**src/rtl/adc_ctrl_pkg.sv**
```systemverilog
package adc_ctrl_pkg;
  typedef enum logic [1:0] {
    PH_ACQ   = 2'd0,
    PH_CONV  = 2'd1,
    PH_REARM = 2'd2
  } phase_t;
endpackage

```
**src/rtl/adc_start_detect.sv**
```systemverilog
module adc_start_detect (
  input  logic clk,
  input  logic rst,
  input  logic read_mode,
  input  logic select_n,
  output logic start_req,
  output logic both_low
);
  logic sel_q;

  always_ff @(posedge clk) begin
    if (rst) sel_q <= 1'b1;
    else     sel_q <= select_n;
  end

  assign start_req = sel_q & ~select_n & ~read_mode;
  assign both_low  = ~read_mode & ~select_n;
endmodule

```
**src/rtl/adc_conv_seq.sv**
```systemverilog
module adc_conv_seq
  import adc_ctrl_pkg::*;
#(
  parameter int CONV_CYC  = 413,
  parameter int APER_CYC  = 5,
  parameter int LEAD_CYC  = 4,
  parameter int REARM_CYC = 32
) (
  input  logic clk,
  input  logic rst,
  input  logic start_req,
  input  logic both_low,
  output logic in_conv,
  output logic in_win,
  output logic conv_nxt,
  output logic win_nxt,
  output logic start_now,
  output logic sample_stb,
  output logic load_stb
);
  localparam int MAXC  = (CONV_CYC > REARM_CYC) ? CONV_CYC : REARM_CYC;
  localparam int CNT_W = $clog2(MAXC + 1);
  localparam logic [CNT_W-1:0] CONV_LAST  = CNT_W'(CONV_CYC - 1);
  localparam logic [CNT_W-1:0] REARM_LAST = CNT_W'(REARM_CYC - 1);
  localparam logic [CNT_W-1:0] APER_AT    = CNT_W'(APER_CYC - 1);
  localparam logic [CNT_W-1:0] LOAD_AT    = CNT_W'(CONV_CYC - LEAD_CYC - 1);
  localparam logic [CNT_W-1:0] WIN_LO     = CNT_W'(CONV_CYC - LEAD_CYC);

  phase_t           phase_q, phase_n;
  logic [CNT_W-1:0] cnt_q, cnt_n;

  always_comb begin
    phase_n = phase_q;
    cnt_n   = cnt_q + 1'b1;
    case (phase_q)
      PH_ACQ: begin
        cnt_n = '0;
        if (start_req) phase_n = PH_CONV;
      end
      PH_CONV: begin
        if (cnt_q == CONV_LAST) begin
          phase_n = PH_REARM;
          cnt_n   = '0;
        end
      end
      PH_REARM: begin
        if (start_req || (cnt_q == REARM_LAST && both_low)) begin
          phase_n = PH_CONV;
          cnt_n   = '0;
        end else if (cnt_q == REARM_LAST) begin
          phase_n = PH_ACQ;
          cnt_n   = '0;
        end
      end
      default: begin
        phase_n = PH_ACQ;
        cnt_n   = '0;
      end
    endcase
  end

  always_ff @(posedge clk) begin
    if (rst) begin
      phase_q <= PH_ACQ;
      cnt_q   <= '0;
    end else begin
      phase_q <= phase_n;
      cnt_q   <= cnt_n;
    end
  end

  assign in_conv    = (phase_q == PH_CONV);
  assign in_win     = in_conv && (cnt_q >= WIN_LO);
  assign conv_nxt   = (phase_n == PH_CONV);
  assign win_nxt    = conv_nxt && (cnt_n >= WIN_LO);
  assign start_now  = conv_nxt && !in_conv;
  assign sample_stb = in_conv && (cnt_q == APER_AT);
  assign load_stb   = in_conv && (cnt_q == LOAD_AT);

  // an accepted start request enters the convert phase
  p_start_r1: assert property (@(posedge clk) disable iff (rst)
    (start_req && phase_q != PH_CONV) |=> (phase_q == PH_CONV));

  // inside a conversion the count only advances; nothing restarts it
  p_no_retrigger_r6: assert property (@(posedge clk) disable iff (rst)
    (phase_q == PH_CONV && cnt_q != CONV_LAST) |=>
      (phase_q == PH_CONV && cnt_q == $past(cnt_q) + 1'b1));

  // both controls low at the end of the re-arm window restarts
  p_restart_r7: assert property (@(posedge clk) disable iff (rst)
    (phase_q == PH_REARM && cnt_q == REARM_LAST && both_low) |=>
      (phase_q == PH_CONV && cnt_q == '0));
endmodule

```
**src/rtl/adc_result_reg.sv**
```systemverilog
module adc_result_reg #(
  parameter int DATA_W = 16
) (
  input  logic              clk,
  input  logic              rst,
  input  logic              sample_stb,
  input  logic              load_stb,
  input  logic [DATA_W-1:0] core_word,
  output logic [DATA_W-1:0] result_q
);
  logic [DATA_W-1:0] held_q;

  always_ff @(posedge clk) begin
    if (rst) begin
      held_q   <= '0;
      result_q <= '0;
    end else begin
      if (sample_stb) held_q   <= core_word;
      if (load_stb)   result_q <= held_q;
    end
  end

  // the published word changes only on a publish strobe
  p_hold_r3: assert property (@(posedge clk) disable iff (rst)
    !load_stb |=> $stable(result_q));
endmodule

```
**src/rtl/adc_bus_gate.sv**
```systemverilog
module adc_bus_gate (
  input  logic clk,
  input  logic rst,
  input  logic read_mode,
  input  logic select_n,
  input  logic start_now,
  input  logic in_conv,
  input  logic in_win,
  input  logic conv_nxt,
  input  logic win_nxt,
  output logic dout_en
);
  logic mask_q, mask_nxt, en_d;

  always_comb begin
    mask_nxt = start_now ? 1'b0 : (mask_q | (in_conv & select_n));
    en_d     = conv_nxt ? (win_nxt & ~mask_nxt) : (read_mode & ~select_n);
  end

  always_ff @(posedge clk) begin
    if (rst) begin
      mask_q  <= 1'b0;
      dout_en <= 1'b0;
    end else begin
      mask_q  <= mask_nxt;
      dout_en <= en_d;
    end
  end

  // bus stays quiet before the end window of a conversion
  p_quiet_r4: assert property (@(posedge clk) disable iff (rst)
    (in_conv && !in_win) |-> !dout_en);

  // a conversion that saw chip select high never drives the bus
  p_mask_r4: assert property (@(posedge clk) disable iff (rst)
    (in_conv && mask_q) |-> !dout_en);
endmodule

```
**src/rtl/adc_bus_ctrl.sv**
```systemverilog
module adc_bus_ctrl #(
  parameter int DATA_W    = 16,
  parameter int CONV_CYC  = 413,
  parameter int APER_CYC  = 5,
  parameter int LEAD_CYC  = 4,
  parameter int REARM_CYC = 32
) (
  input  logic              clk,
  input  logic              rst,
  input  logic              read_mode,
  input  logic              select_n,
  input  logic [DATA_W-1:0] core_word,
  output logic [DATA_W-1:0] dout,
  output logic              dout_en,
  output logic              ready,
  output logic              converting
);
  logic start_req, both_low;
  logic in_conv, in_win, conv_nxt, win_nxt, start_now, sample_stb, load_stb;

  initial begin
    p_params_ok: assert (APER_CYC >= 1 && LEAD_CYC >= 1 && REARM_CYC >= 1 &&
                         APER_CYC < CONV_CYC - LEAD_CYC);
  end

  adc_start_detect u_start (
    .clk(clk), .rst(rst), .read_mode(read_mode), .select_n(select_n),
    .start_req(start_req), .both_low(both_low)
  );

  adc_conv_seq #(
    .CONV_CYC(CONV_CYC), .APER_CYC(APER_CYC),
    .LEAD_CYC(LEAD_CYC), .REARM_CYC(REARM_CYC)
  ) u_seq (
    .clk(clk), .rst(rst), .start_req(start_req), .both_low(both_low),
    .in_conv(in_conv), .in_win(in_win), .conv_nxt(conv_nxt),
    .win_nxt(win_nxt), .start_now(start_now),
    .sample_stb(sample_stb), .load_stb(load_stb)
  );

  adc_result_reg #(.DATA_W(DATA_W)) u_result (
    .clk(clk), .rst(rst), .sample_stb(sample_stb), .load_stb(load_stb),
    .core_word(core_word), .result_q(dout)
  );

  adc_bus_gate u_gate (
    .clk(clk), .rst(rst), .read_mode(read_mode), .select_n(select_n),
    .start_now(start_now), .in_conv(in_conv), .in_win(in_win),
    .conv_nxt(conv_nxt), .win_nxt(win_nxt), .dout_en(dout_en)
  );

  assign converting = in_conv;
  assign ready      = ~in_conv;
endmodule

```
**config.mk**
```make
export PLATFORM = sky130hd
export DESIGN_NAME = adc_bus_ctrl
export DESIGN_NICKNAME = d
export VERILOG_FILES = /design/src/rtl/adc_ctrl_pkg.sv /design/src/rtl/adc_start_detect.sv /design/src/rtl/adc_conv_seq.sv /design/src/rtl/adc_result_reg.sv /design/src/rtl/adc_bus_gate.sv /design/src/rtl/adc_bus_ctrl.sv
export SDC_FILE = /design/constraint.sdc
export NUM_CORES = 1
export LEC_CHECK = 0
export BUFFER_PORTS_ARGS = -buffer_cell sky130_fd_sc_hd__buf_4
export CORE_UTILIZATION = 39
export CTS_CLUSTER_DIAMETER = 30
export DETAILED_ROUTE_END_ITERATION = 10
export HOLD_SLACK_MARGIN = 0.03
export PLACE_DENSITY = 0.68
export SETUP_SLACK_MARGIN = 0.05
export SLEW_MARGIN = 40
export SYNTH_ARGS = -nofsm -noshare
export SYNTH_HDL_FRONTEND = slang
export SYNTH_SLANG_ARGS = --single-unit
```
**constraint.sdc**
```tcl
create_clock -name clk -period 2.1 [get_ports clk]
set_input_delay 0.315 -clock clk [delete_from_list [all_inputs] [get_ports clk]]
set_output_delay 0.315 -clock clk [all_outputs]
set_load 0.005 [all_outputs]
```
==> results of run 1 <==
per-layer routing:
metal	up-vias	GRT usage	wire length [µm]
met3	8	0.0393	194
met4	0	0.0705	76
met2	45	0.275	2080
met1	771	0.200	1860
li1	868	-	-
met5	-	0	0
repair_timing:
action,4_1_cts,5_1_grt
hold buffers,0,0
buffers inserted,0,0
resized for setup,0,2
endpoints found under the setup margin,0,2
critical path, delay by kind of cell (launching register included):
kind	cells	cell delay, ps
AND/OR/NAND/NOR	2	670
AO/OA/AOI/OAI	4	820
flip-flops	1	380
report_power, final:
part	total (mW)	leakage [nW]	internal [mW]	switching (mW)
clock	0.531	0.0452	0.235	0.296
combinational	0.0946	0.494	0.0459	0.0488
sequential	0.881	0.371	0.877	0.00389
path summary, 6_finish.rpt:
path	slack (ps)	cells past startpoint	end
setup / recovery	120	6	u_gate.dout_en
hold reg to reg	450	2	u_result.result_q[8]
setup reg to reg	120	6	u_gate.dout_en
hold / removal	240	3	u_start.sel_q
state kept, by name, summed over array words and instances, names as in the netlist:
register and cells:
u_result.result_q 16, u_seq.cnt_q 9, u_seq.phase_q 2, u_result.held_q 16, u_start.sel_q 1, u_gate.dout_en 1
u_gate.mask_q 1
synth_stat cells, types with 2 or more instances:
cell type	instances
dfxtp_1	46
nand2_1	39
nor2_1	27
a21oi_1	21
mux2i_1	16
clkbuf_1	10
inv_1	8
nand3_1	7
o21ai_0	7
ha_1	6
xor2_1	5
nand4_1	4
a211oi_1	3
and3_1	3
nand2b_1	3
xnor2_1	3
buf_2	2
buf_6	2
nor3_1	2
nor3b_1	2
o21a_1	2
cell families (layout without fill, tap and decap cells):
family / after synthesis / in the layout / share of synthesized area
AO/OA/AOI/OAI: 41 / 41 / 0.123
XOR/XNOR: 8 / 8 / 0.0347
adder cells (fa/ha/maj): 6 / 6 / 0.0372
buffers and inverters: 22 / 63 / 0.0496
flip-flops: 46 / 46 / 0.456
multiplexers: 16 / 16 / 0.0794
AND/OR/NAND/NOR: 94 / 94 / 0.219
through the flow:
| stage | area (µm²) | power, mW |
|---|---|---|
| final | 2490 | 1.51 |
| after CTS | 2480 | 1.52 |
| after global placement | 2390 | 0.992 |
| after floorplan | 2020 | 0.944 |
| after global routing | 2490 | 1.57 |
| after detailed placement | 2390 | 0.992 |
layout make-up:
type / instances / area, µm²
Tap cell: 67 / 83.8
Inverter: 8 / 30.0
Sequential cell: 46 / 921
Timing Repair Buffer: 47 / 353
Multi-Input combinational cell: 165 / 1010
Fill cell: 476 / 2360
Clock inverter: 2 / 13.8
Clock buffer: 6 / 72.6
==> summary.txt, run 1 <==
Setup path
  • Data required time of the worst path: 2290 ps
  • Worst path cell trace: or4_4, o21ai_0, a211oi_2, o31ai_2, nand3_1, o41ai_1
  • Worst EP arrival: 2160 ps
  • Critical-path top delay cell: or4_4
  • CP max stage delay: 540 ps
  • RR Startpoint: u_seq.cnt_q[7]
  • Worst setup path start: u_seq.cnt_q[7]
  • Startpoint types: register
  • Worst-path fanout max: 7
  • CP Class: register to register
  • Crit path capture type: register

Detailed routing
  • Initial DRC count: 53
  • DR WL/cell: 12.4 µm
  • Mean number of vias per cell: 4.96
  • Final WL: 4210 µm
  • Via count: 1692
  • Number of nets with antenna violations after routing: 0
  • Drt pass-1 iters: 5
  • Detailed-route DRC error count: 0

Power and ir drop
  • Leakage: 0.910 nW
  • Maximum vdd drop: 0.380 mV
  • Pwr Density: 606 nW/µm²

Synth
  • Ys flop type: dfxtp_1
  • Largest cells by area after synthesis: dfxtp_1 46%, mux2i_1 7.9%, nand2_1 7.3%
  • Largest area contributor in the netlist: dfxtp_1
  • Syn Area/Cell: 8.66 µm²
  • FFs w/ async S/R, synth: 0
  • Post-synth EDFFs: 0
  • Synth Cell Area: 2020 µm²
  • Post-Synthesis Cells: 233
  • Flops & latches, synth: 46
  • Net Count, Synth: 259
  • Netlist cell types: 36
  • YS warnings: 0
  • Top cell type's share of synthesized area: 0.456
  • Sequential area share after synthesis: 0.456

Cells and area
  • Final Core Density: 0.513
  • Final Non-Filler Cells: 341
  • Final net count: 299
  • Synthesis-to-layout area growth: 23.2%
  • Share of layout cells above drive strength 1: 0.219
  • Most frequent cells in the layout: 47 x buf_4, 46 x dfxtp_1, 39 x nand2_1
  • Ant diodes: 0
  • Leading cell type in the layout, fill and taps excluded: buf_4

STA
  • Final setup TNS: 0 ps
  • Worst setup margin: 124 ps
  • Final Max Tran Viols: 0
  • Period minus WS final: 1980 ps
  • F_max: 0.506 GHz
  • Setup violation total in the final timing report: 0
  • Hold slack: 241 ps
  • Worst-Margin Slew: 400 ps
  • RSZ-0062 raised after global routing: false
  • Max_slew headroom: 0.727
  • Final period util: 0.941
  • Final hold vios: 0
  • Clock Skew: 8.34 ps

Hold path
  • Hold Crit Start: select_n
  • Hold Crit Class: input pin to register

GRT
  • Initial antenna violation count: 0
  • Vias in the first global route: 1526
  • Gr usage total: 0.164
  • Global-route wire length before repair: 6770 µm
  • Largest net degree at the start of global routing: 36
  • GRT Residual Overflow: 0

Floorplanning
  • Die area: 5470 µm²
  • Starting Density: 0.416
  • Row count: 25
  • Die height: 73.9 µm
  • Total core area: 4850 µm²
  • Die X: 73.9 µm
  • IO Pins: 39

Flow run
  • Total of max-cap violations: 0

Placed design
  • HPWL after detailed placement: 2950 µm
  • Global placer's final weighted congestion: 0.841
  • IO Port Bufs: 38
  • Dpl ws: 126 ps
  • Placed cells: 333

CTS
  • # H-tree levels: 2
  • Total CTS buffers: 5
  • Bufs on Longest Clock Path: 2
  • CTS tree: done
  • Skew-Pair Late Insertion Delay: 300 ps
  • Clk root buf: clkbuf_8
  • CTS clock-pin slew for the worst setup and hold paths: 90 ps
  • CTS sink count: 46

Status
  • Status: completed
No activity file was read; power rests on OpenSTA's default activity.
==> run 2, diff against run 1 <==
ABC_AREA = 1   (was default)
==> summary.txt, run 2 <==
STA
  • Final Max Tran Viols: 0
  • Setup violation total in the final timing report: 0
  • Hold slack: 203 ps
  • Clock Skew: 8.42 ps
  • Final hold vios: 0
  • Period minus WS final: 1780 ps
  • Worst-Margin Slew: 311 ps
  • F_max: 0.563 GHz
  • Final setup TNS: 0 ps
  • Max_slew headroom: 0.790
  • Final period util: 0.846
  • RSZ-0062 raised after global routing: false

Synth
  • Flops & latches, synth: 46
  • Post-Synthesis Cells: 273
  • Largest area contributor in the netlist: dfxtp_1
  • Sequential area share after synthesis: 0.463
  • Top-count cell post-synth: nor2_1
  • Syn Area/Cell: 7.29 µm²
  • Top cell type's share of synthesized area: 0.463
  • Net Count, Synth: 299
  • Largest cells by area after synthesis: dfxtp_1 46%, nor2_1 16%, o21ai_0 8.3%
  • Netlist cell types: 24
  • Post-synth top cells: 86 x nor2_1, 46 x dfxtp_1, 34 x nand2_1
  • Post-synth EDFFs: 0
  • Synth Cell Area: 1990 µm²
  • FFs w/ async S/R, synth: 0
  • YS warnings: 0
  • Ys flop type: dfxtp_1

CTS
  • CTS clock-pin slew for the worst setup and hold paths: 90 ps
  • Bufs on Longest Clock Path: 2
  • Cts hold-fix bufs: 0
  • CTS sink count: 46
  • # H-tree levels: 2
  • Clk root buf: clkbuf_8
  • Total CTS buffers: 5
  • CTS tree: done
  • Skew-Pair Late Insertion Delay: 300 ps

Setup path
  • CP max stage delay: 340 ps
  • Worst path cell trace: inv_1, ha_1, inv_1, nor3_1, nand3_2, buf_4, o21ai_0, nor2_1
  • Critical-path top delay cell: dfxtp_1
  • CP top delay family: simple AND/OR/NAND/NOR gates
  • Crit path capture type: register
  • RR Startpoint: u_seq.phase_q[1]
  • Data required time of the worst path: 2300 ps
  • Startpoint types: register
  • CP Class: register to register
  • Worst setup path start: u_seq.phase_q[1]
  • Worst path buffer plus inverter count: 3
  • Most common cell on crit path: inv_1
  • Worst-path fanout max: 7
  • Worst EP arrival: 1970 ps

Cells and area
  • Biggest regs: u_result.held_q x16, u_result.result_q x16, u_seq.cnt_q x9
  • Finished layout cell area: 2450 µm²
  • Share of layout cells above drive strength 1: 0.216
  • Most frequent cells in the layout: 86 x nor2_1, 46 x dfxtp_1, 42 x buf_4
  • Final Core Density: 0.508
  • Ant diodes: 0
  • Final net count: 340
  • Synthesis-to-layout area growth: 22.9%
  • Leading cell type in the layout, fill and taps excluded: nor2_1

GRT
  • GR Util met1: 0.189
  • GRT Residual Overflow: 0
  • Largest net degree at the start of global routing: 36
  • Met2 Use GR: 0.274
  • M3 GR Usage: 0.0453
  • Most Crowded Layer GR: met2
  • Initial antenna violation count: 0
  • Vias in the first global route: 1610
  • Gr usage total: 0.165
  • Global-route wire length before repair: 6760 µm

Floorplanning
  • Total core area: 4820 µm²
  • IO Pins: 39
  • Die area: 5390 µm²
  • Die height: 73.4 µm
  • Die X: 73.4 µm
  • Row count: 25
  • Starting Density: 0.413

Detailed routing
  • Detailed-route DRC error count: 0
  • Mean number of vias per cell: 4.59
  • Number of nets with antenna violations after routing: 0
  • Final WL: 3930 µm
  • Initial DRC count: 108
  • DR WL/cell: 10.3 µm
  • Drt pass-1 iters: 4
  • Via count: 1752

Power and ir drop
  • Final Power: 1.52 mW
  • Maximum vdd drop: 0.215 mV
  • Sw Share: 0.236
  • Pwr Density: 620 nW/µm²
  • Leakage: 1.04 nW
  • Reg power frac: 0.580
  • Gate power share: 0.067
  • Psw: 357 µW
  • Internal power: 1.16 mW
  • Clock network power share: 0.353

Hold path
  • Hold Crit Class: input pin to register
  • Hold Crit Start: rst

Placed design
  • Global placer's final weighted congestion: 0.853
  • Placement Cell Area: 2330 µm²
  • HPWL after detailed placement: 2930 µm
  • IO Port Bufs: 38

Flow run
  • Total of max-cap violations: 0

Status
  • Status: completed
## run 2: cell count changes in the layout (fill, tap and decap cells not counted), sizes merged, moves of 3 or more
cell and change:
o21ai +26, nand3 +6, nand2b -3, nor2 +61, mux2i -16, and3 -3
inv +15, a211oi -3, a21oi -16, buf -5
## run 2: cells by family (layout without fill, tap and decap cells)
group,Yosys count,in the layout,synth area share
adder cells (fa/ha/maj),6,6,0.0377
flip-flops,46,46,0.463
AND/OR/NAND/NOR,148,148,0.317
buffers and inverters,31,73,0.0660
XOR/XNOR,4,4,0.0176
AO/OA/AOI/OAI,38,38,0.0993
## run 2: power by group through the flow
| stage | clock network (mW) | registers [mW] | logic (mW) |
|---|---|---|---|
| global route | 0.590 | 0.880 | 0.116 |
| global placement | 0 | 0.900 | 0.102 |
| detailed placement | 0 | 0.900 | 0.102 |
| floorplan | 0 | 0.900 | 0.0530 |
| CTS | 0.553 | 0.879 | 0.102 |
| finish | 0.536 | 0.879 | 0.101 |
## run 2: stage by stage
step | setup slack (ps) | std cells
floorplan | 516 | 273
global placement | 293 | 372
detailed placement | 216 | 372
CTS | 182 | 380
global route | 107 | 382
finish | 323 | 382
## run 2: path summary, 6_finish.rpt
path / endpoint / slack (ps) / cells after the start
max: u_result.held_q[0] / 320 / 8
min: u_gate.mask_q / 200 / 2
max reg2reg: u_result.held_q[0] / 320 / 8
min reg2reg: u_gate.mask_q / 480 / 2
## run 2: cell type report
class / count / area [µm²]
clock inverters: 3 / 21.3
repair buffers: 42 / 315
flip-flops and latches: 46 / 921
multi-input cells: 196 / 946
clock buffers: 5 / 68.8
fillers: 492 / 2370
inverters: 23 / 91.3
well taps: 67 / 83.8
## run 2: what timing repair did
| item | in CTS | in global routing |
|---|---|---|
| endpoints found under the setup margin | 0 | 32 |
| setup buffers | 0 | 2 |
| gates resized for setup | 0 | 4 |
| endpoints found under the hold margin | 0 | 0 |
## run 2: routing by layer
| layer | part of all wire | vias up |
|---|---|---|
| met5 | 0 | - |
| met4 | 0.025 | 0 |
| met3 | 0.060 | 9 |
| met2 | 0.45 | 41 |
| met1 | 0.47 | 761 |
| li1 | - | 941 |
